[src/rtl/pio_seq_pkg.sv]
package pio_seq_pkg;

  // Index of the last transfer byte for a format: 1, 2 or 4 bytes per sample.
  function automatic logic [1:0] last_byte_idx(input logic stereo, input logic wide);
    case ({stereo, wide})
      2'b00:   last_byte_idx = 2'd0;
      2'b01,
      2'b10:   last_byte_idx = 2'd1;
      default: last_byte_idx = 2'd3;
    endcase
  endfunction

endpackage

[src/rtl/pio_cap_track.sv]
module pio_cap_track #(
  parameter int          BYTE_W    = 8,
  parameter int          NBYTES    = 4,
  parameter logic [7:0]  INIT_BYTE = 8'h80,
  localparam int         PTR_W     = $clog2(NBYTES),
  localparam int         WORD_W    = BYTE_W * NBYTES
) (
  input  logic              clk,
  input  logic              rst,
  input  logic              init_i,
  input  logic              rd_any,
  input  logic              rd_hit,
  input  logic              adc_stb,
  input  logic [WORD_W-1:0] adc_word,
  input  logic [PTR_W-1:0]  last,
  output logic [BYTE_W-1:0] rd_byte,
  output logic [PTR_W-1:0]  ptr
);

  logic [WORD_W-1:0] cap_word;
  logic [BYTE_W-1:0] lane [NBYTES];

  // Transfer byte g sits at the g-th byte from the top of the word.
  for (genvar g = 0; g < NBYTES; g++) begin : g_lane
    assign lane[g] = cap_word[WORD_W-1-g*BYTE_W -: BYTE_W];
  end

  always_ff @(posedge clk) begin
    if (rst) begin
      cap_word <= '0;
      ptr      <= '0;
      rd_byte  <= '0;
    end else begin
      if (rd_any) begin
        if (!rd_hit)     rd_byte <= '0;
        else if (init_i) rd_byte <= BYTE_W'(INIT_BYTE);
        else             rd_byte <= lane[ptr];
      end
      if (adc_stb) begin
        cap_word <= adc_word;
        ptr      <= '0;
      end else if (rd_hit && !init_i && ptr < last) begin
        ptr <= ptr + 1'b1;
      end
    end
  end

  p_rearm_r5: assert property (@(posedge clk) disable iff (rst)
    adc_stb |=> (ptr == '0));

  p_hold_last_r4: assert property (@(posedge clk) disable iff (rst)
    (rd_hit && !adc_stb && ptr >= last) |=> $stable(ptr));

  p_init_read_r10: assert property (@(posedge clk) disable iff (rst)
    (rd_hit && init_i) |=> (rd_byte == BYTE_W'(INIT_BYTE)));

  p_init_ptr_r10: assert property (@(posedge clk) disable iff (rst)
    (init_i && !adc_stb) |=> $stable(ptr));

endmodule

[src/rtl/pio_play_track.sv]
module pio_play_track #(
  parameter int  BYTE_W = 8,
  parameter int  NBYTES = 4,
  localparam int PTR_W  = $clog2(NBYTES),
  localparam int WORD_W = BYTE_W * NBYTES
) (
  input  logic              clk,
  input  logic              rst,
  input  logic              init_i,
  input  logic              wr_hit,
  input  logic [BYTE_W-1:0] wdata,
  input  logic              dac_stb,
  input  logic [PTR_W-1:0]  last,
  output logic [WORD_W-1:0] dac_word,
  output logic              dac_valid,
  output logic [PTR_W-1:0]  ptr,
  output logic              full
);

  logic              accept;
  logic [WORD_W-1:0] hold_word;

  assign accept = wr_hit && !init_i && !full && !dac_stb;

  // One holding lane per transfer byte, written when the pointer selects it.
  for (genvar g = 0; g < NBYTES; g++) begin : g_lane
    logic [BYTE_W-1:0] lane_q;
    always_ff @(posedge clk) begin
      if (rst || dac_stb)                     lane_q <= '0;
      else if (accept && ptr == PTR_W'(g))    lane_q <= wdata;
    end
    assign hold_word[WORD_W-1-g*BYTE_W -: BYTE_W] = lane_q;
  end

  always_ff @(posedge clk) begin
    if (rst) begin
      dac_word  <= '0;
      dac_valid <= 1'b0;
      ptr       <= '0;
      full      <= 1'b0;
    end else begin
      dac_valid <= dac_stb;
      if (dac_stb) begin
        dac_word <= hold_word;
        ptr      <= '0;
        full     <= 1'b0;
      end else if (accept) begin
        if (ptr >= last) full <= 1'b1;
        else             ptr  <= ptr + 1'b1;
      end
    end
  end

  p_valid_pulse_r9: assert property (@(posedge clk) disable iff (rst)
    dac_stb |=> dac_valid);

  p_valid_idle_r9: assert property (@(posedge clk) disable iff (rst)
    !dac_stb |=> !dac_valid);

  p_rearm_r9: assert property (@(posedge clk) disable iff (rst)
    dac_stb |=> (ptr == '0 && !full));

  p_drop_full_r8: assert property (@(posedge clk) disable iff (rst)
    (full && !dac_stb) |=> ($stable(hold_word) && full));

  p_init_block_r10: assert property (@(posedge clk) disable iff (rst)
    (init_i && !dac_stb) |=> ($stable(hold_word) && $stable(ptr)));

endmodule

[src/rtl/pio_sample_sequencer.sv]
module pio_sample_sequencer #(
  parameter int         BYTE_W    = 8,
  parameter int         NBYTES    = 4,
  parameter int         ADDR_W    = 2,
  parameter int         DATA_ADDR = 3,
  parameter logic [7:0] INIT_BYTE = 8'h80,
  localparam int        PTR_W     = $clog2(NBYTES),
  localparam int        WORD_W    = BYTE_W * NBYTES
) (
  input  logic              clk,
  input  logic              rst,
  input  logic              init_i,
  input  logic [ADDR_W-1:0] host_addr,
  input  logic              host_wr,
  input  logic              host_rd,
  input  logic [BYTE_W-1:0] host_wdata,
  output logic [BYTE_W-1:0] host_rdata,
  input  logic              fmt_stereo,
  input  logic              fmt_16bit,
  input  logic              adc_stb,
  input  logic [WORD_W-1:0] adc_word,
  input  logic              dac_stb,
  output logic [WORD_W-1:0] dac_word,
  output logic              dac_valid,
  output logic [PTR_W-1:0]  cap_next_idx,
  output logic              play_full
);
  import pio_seq_pkg::*;

  logic             addr_hit;
  logic [PTR_W-1:0] last;

  assign addr_hit = (host_addr == ADDR_W'(DATA_ADDR));
  assign last     = PTR_W'(last_byte_idx(fmt_stereo, fmt_16bit));

  pio_cap_track #(
    .BYTE_W(BYTE_W), .NBYTES(NBYTES), .INIT_BYTE(INIT_BYTE)
  ) u_cap (
    .clk     (clk),
    .rst     (rst),
    .init_i  (init_i),
    .rd_any  (host_rd),
    .rd_hit  (host_rd && addr_hit),
    .adc_stb (adc_stb),
    .adc_word(adc_word),
    .last    (last),
    .rd_byte (host_rdata),
    .ptr     (cap_next_idx)
  );

  pio_play_track #(
    .BYTE_W(BYTE_W), .NBYTES(NBYTES)
  ) u_play (
    .clk      (clk),
    .rst      (rst),
    .init_i   (init_i),
    .wr_hit   (host_wr && addr_hit),
    .wdata    (host_wdata),
    .dac_stb  (dac_stb),
    .last     (last),
    .dac_word (dac_word),
    .dac_valid(dac_valid),
    .ptr      (),
    .full     (play_full)
  );

  p_other_addr_r1: assert property (@(posedge clk) disable iff (rst)
    (host_rd && !addr_hit) |=> (host_rdata == '0));

endmodule

[config.mk]
export PLATFORM = sky130hd
export DESIGN_NAME = pio_sample_sequencer
export DESIGN_NICKNAME = d
export VERILOG_FILES = /design/src/rtl/pio_seq_pkg.sv /design/src/rtl/pio_cap_track.sv /design/src/rtl/pio_play_track.sv /design/src/rtl/pio_sample_sequencer.sv
export SDC_FILE = /design/constraint.sdc
export NUM_CORES = 1
export LEC_CHECK = 0
export ABC_AREA = 1
export BUFFER_PORTS_ARGS = -buffer_cell sky130_fd_sc_hd__buf_2
export CORE_MARGIN = 4
export CORE_UTILIZATION = 53
export DETAILED_ROUTE_END_ITERATION = 8
export HOLD_SLACK_MARGIN = 0.02
export PLACE_DENSITY = 0.85
export SLEW_MARGIN = 0
export SYNTH_ARGS = -nofsm -noshare
export SYNTH_HDL_FRONTEND = slang
export SYNTH_SLANG_ARGS = --single-unit
[constraint.sdc]
create_clock -name clk -period 1.75 [get_ports clk]
set_input_delay 0.0875 -clock clk [delete_from_list [all_inputs] [get_ports clk]]
set_output_delay 0.0875 -clock clk [all_outputs]
set_load 0.005 [all_outputs]
# Word-level counts from Yosys, hierarchy flattened
# Index checks and enable logic that the tools add are counted.
[totals]
regBits = 110
inputBits = 51
output_inout_bits = 44
word_cells = 52
[classes]
n_addsub = 2
magnitude_cmp = 3
n_eq_ne = 6
n_mux = 6
bitwise_logic = 2
reduce_logical = 22
[ops]
columns = ["operator", "n"]
rows = [
  ["8-bit 2-to-1 mux", 4],
  ["8-bit binary-select mux with 2-bit select", 1],
  ["1-bit logical AND", 11],
  ["2-bit == test, second input constant", 4],
  ["2-bit OR reduction", 3],
  ["2-bit by 1-bit adder with 2-bit output, second input constant", 2],
  ["2-bit by 1-bit == test with 1-bit output, second input constant", 2],
  ["2-bit zero test", 2],
  ["2-bit case mux with 2 select lines", 1],
  ["2-bit AND reduction", 2],
  ["3-bit greater-or-equal comparator, second input constant", 1],
  ["1-bit zero test", 3],
  ["2-bit NOT with 3-bit output", 1],
  ["2-bit greater-or-equal comparator", 1],
  ["2-bit less-than comparator", 1],
  ["1-bit logical OR", 1],
  ["1-bit NOT", 1],
]

# Logic depth before layout (Yosys ltp)
[depth]
ltp_word = 6
depth_mapped = 9
ltp_nobuf = 9

# Cells and area by module
# Synthesis repeated with hierarchy kept, for this count alone.
[unflattened]
hier_cells = 563
area_unflattened_um2 = 4314.1
[modules_own_cells]
columns = ["mod", "n_inst", "cells_each", "area_per_inst_um2", "seq_area_each_um2"]
rows = [
  ["pio_play_track", 1, 297, 2449.8, 1361.3],
  ["pio_cap_track", 1, 258, 1831.8, 840.8],
  ["pio_sample_sequencer", 1, 8, 32.5, 0.0],
]

# Worst setup path after synthesis
# Ideal clock, no wire load.
[synth_timing]
path_kind = "reg2reg"
from = "reg u_play.ptr[0]"
to = "reg u_play.ptr[0]"
setup_time_ns = 0.118
arrival_ns = 1.129
required_ns = 1.632
slack_ns = 0.503
path_stages_with_launch = 10
n_path_buf = 0
synth_period_minus_slack_ns = 1.247
cell_sequence = "dfxtp_1 -> inv_1 -> ha_1 -> inv_1 -> nand2_1 -> nand2_1 -> nand2_1 -> nor2_1 -> o21ai_0 -> nor2_1"
[synth_between]
elab_chain_cells = 3
word_cells_on_any_way = 4
cone_classes = "add/sub (1); order compare (1); bitwise (1); reduce/logical (1)"
[synth_lines]
columns = ["element", "line", "rtl"]
rows = [
  ["from (decl)", "pio_play_track.sv:16", "output logic [PTR_W-1:0] ptr,"],
  ["from (signal assigned)", "pio_play_track.sv:49", "else ptr <= ptr + 1'b1;"],
  ["2-bit greater-or-equal comparator", "pio_play_track.sv:48", "if (ptr >= last) full <= 1'b1;"],
  ["1-bit NOT (no line)", "-", ""],
  ["2-bit AND reduction (no line)", "-", ""],
]
# Parallel ways exist; a longest one is shown, timed or not.
# A chain may end at the register's enable or synchronous reset.

# Final worst setup path
# Ends and elaborated chain as after synthesis.

==> summary.txt <==
DR pass1 iterations: 5
Top-Level Pins: 95
clk sinks: 110
commonest cells after routing, fill and taps aside: 114 x nor2_1, 110 x dfxtp_1, 94 x buf_2
CTS tree: done
Critical Path RT: 2.06 ns
Mapped Area: 4200 um2
Post-DP HPWL: 6940 um
initial core utilization: 54.3%
DR WL/cell: 14.6 um
worst path bufs/invs: 2
Final Setup Violations: 0
pre-CTS setup slack: 0.324 ns
die width: 97.0 um
Layout Cells excl Fill: 749
Slew @ Worst Pin: 0.529 ns
number of inserted diodes: 0
Max Clock Freq: 699 MHz
antenna violations before repair: 0
placed cells: 699
Critical Path Slowest Stage Cell: dfxtp_1
cell family with most CP delay: simple AND/OR/NAND/NOR gates
Tmin final: 1.43 ns
tightest hold margin: 0.0408 ns
Fin. Hold Viols: 0
register area share after synthesis: 52.5%
Antenna Nets Post-Route: 0
GRT Util Overall: 23.2%
peak supply drop: 499 uV
RSZ-0062 raised after global routing: no
YS warnings: 0
Nets: 700
Hold/Removal Path Class: input pin to register
design area: 5310 um2
DRC Markers: 0
final setup TNS: 0 ns
Internal: 3.44 mW
PwrDens: 872 nW/um2
critical-path cell list: inv_1 > ha_1 > inv_1 > nand2_1 > nand2_1 > nand2_1 > nor2_1 > o21ai_0 > nor2_1
num rows: 32
total power: 4.63 mW
Startpoint Class: register
combinational cell fraction of total power: 8.2%
Critical Path Stages: 9
root buf cell: clkbuf_8
Max-Cap Viols: 0
commonest non-fill, non-tap cell in the layout: nor2_1
Synth Flop Type: dfxtp_1
Core Box Area: 7730 um2
Area growth syn-to-layout: 26.4%
Final Wtd Congestion: 0.866
Clock transition at path regs: 0.11 ns
sequential fraction of design power: 55.9%
EDFF count, synth: 0
share of layout cells above drive strength 1: 20.1%
Vias: 4,013
post-synthesis cell count: 522
largest net degree at the start of global routing: 68
Max FO, Critical Path: 4
Longest Clk Path Bufs: 2
final setup skew: 0.0136 ns
Synth cell types: 24
Net Count, Synth: 580
worst reg2reg path depth: 9
max-slew violations: 0
Switch Pwr: 1.19 mW
status: complete, no violations
critical path's most frequent cell: nand2_1
total congestion overflow: 0
post-route setup slack: 0.319 ns
vias per cell: 5.36
number of global-route vias before repair: 3,855
full die area: 9410 um2
Sw Share: 25.7%
post-cts resize count: 0
slew margin rel.: 64.7%
Static Leak: 2.47 nW
first-pass GRT wire length: 18,100 um
Post-Route Utilization: 68.7%
CTS Buf Count: 9
Routed WL: 10,900 um
slowest cell delay on critical path: 0.40 ns
port bufs: 94
Die Ht: 97.0 um
worst-skew pair later-pin latency: 0.38 ns
Worst setup EP type: register
critical path class: register to register
asr flop ratio synth: 0%
Synth Register Bits: 110
Placed Area: 4740 um2
power share of the clock group: 35.9%
initial detailed-routing violation count: 154
worst hold stages: 3
H-Tree Level Count: 3
Setup Buffers After CTS: 0
WP data arrival: 1.74 ns
Synth Area per Inst: 8.04 um2
fin crit share: 81.7%
[metal layers]
layer,part of all wire [%],GRT usage (%),wire length [um]
met5,0,0,0
met4,2.6,10.8,281
met3,8.6,5.26,936
met2,50,38.9,5420
met1,39,28.1,4270
[flip-flops by register name, indices dropped and copies added (netlist names)]
name,flops
u_play.ptr,2
u_play.g_lane.lane_q,32
u_play.dac_valid,1
u_play.full,1
u_play.dac_word,32
u_cap.ptr,2
u_cap.cap_word,32
u_cap.rd_byte,8
[cells in the mapped netlist, drive strengths merged, types with 7 or more instances]
| cell | n | share of area, % |
|---|---|---|
| o21ai | 71 | 8.5 |
| clkbuf | 10 | 0.92 |
| ha | 7 | 2.1 |
| o211ai | 10 | 1.8 |
| buf | 14 | 2.1 |
| inv | 34 | 3.0 |
| dfxtp | 110 | 52 |
| a22o | 21 | 4.4 |
| nor2 | 122 | 12 |
| nand2 | 82 | 7.3 |
| a21oi | 25 | 3.0 |
| nand3 | 9 | 1.1 |
[worst reg2reg max path, delay by kind of cell (launching register included)]
kind,cells,cell delay (ns)
buffers and inverters,2,0.17
AOI/OAI and AO/OA,1,0.09
adders and majority gates,1,0.29
DFF,1,0.40
and+or+nand+nor,5,0.42
[power by group through the flow]
| stage | combinational [mW] | clock, mW | sequential [mW] |
|---|---|---|---|
| after detailed placement | 0.306 | 0 | 2.64 |
| after CTS | 0.366 | 1.68 | 2.58 |
| after global placement | 0.295 | 0 | 2.64 |
| after global routing | 0.417 | 1.78 | 2.59 |
| after floorplan | 0.182 | 0 | 2.63 |
| final | 0.379 | 1.66 | 2.58 |
[worst paths after layout]
path                           endpoint  slack, ns                        from
min          u_play.g_lane[3].lane_q[6]       0.04               host_wdata[6]
max reg2reg               u_play.ptr[0]       0.32               u_play.ptr[0]
max                       u_play.ptr[0]       0.32               u_play.ptr[0]
min reg2reg          u_play.dac_word[3]       0.45  u_play.g_lane[3].lane_q[3]
[layout make-up]
cell class              count  area (um2)
clock inverters             7         105
fillers                   608        2420
multi-input cells         354        1750
inverters                  34         128
clock buffers               9         124
repair buffers            133         873
flip-flops and latches    110        2200
well taps                 102         128
[kinds of logic after synthesis]
family,after synthesis,synth area share (%)
buffers and inverters,58,6.02
and+or+nand+nor,220,21.8
DFF,110,52.5
adders and majority gates,7,2.09
AOI/OAI and AO/OA,127,17.6
[repair_timing]
item                       in CTS  in global routing
setup endpoints to repair       0                  0
hold endpoints to repair       38                  0
hold buffers                   34                  0
No activity file was read; power rests on OpenSTA's default activity.
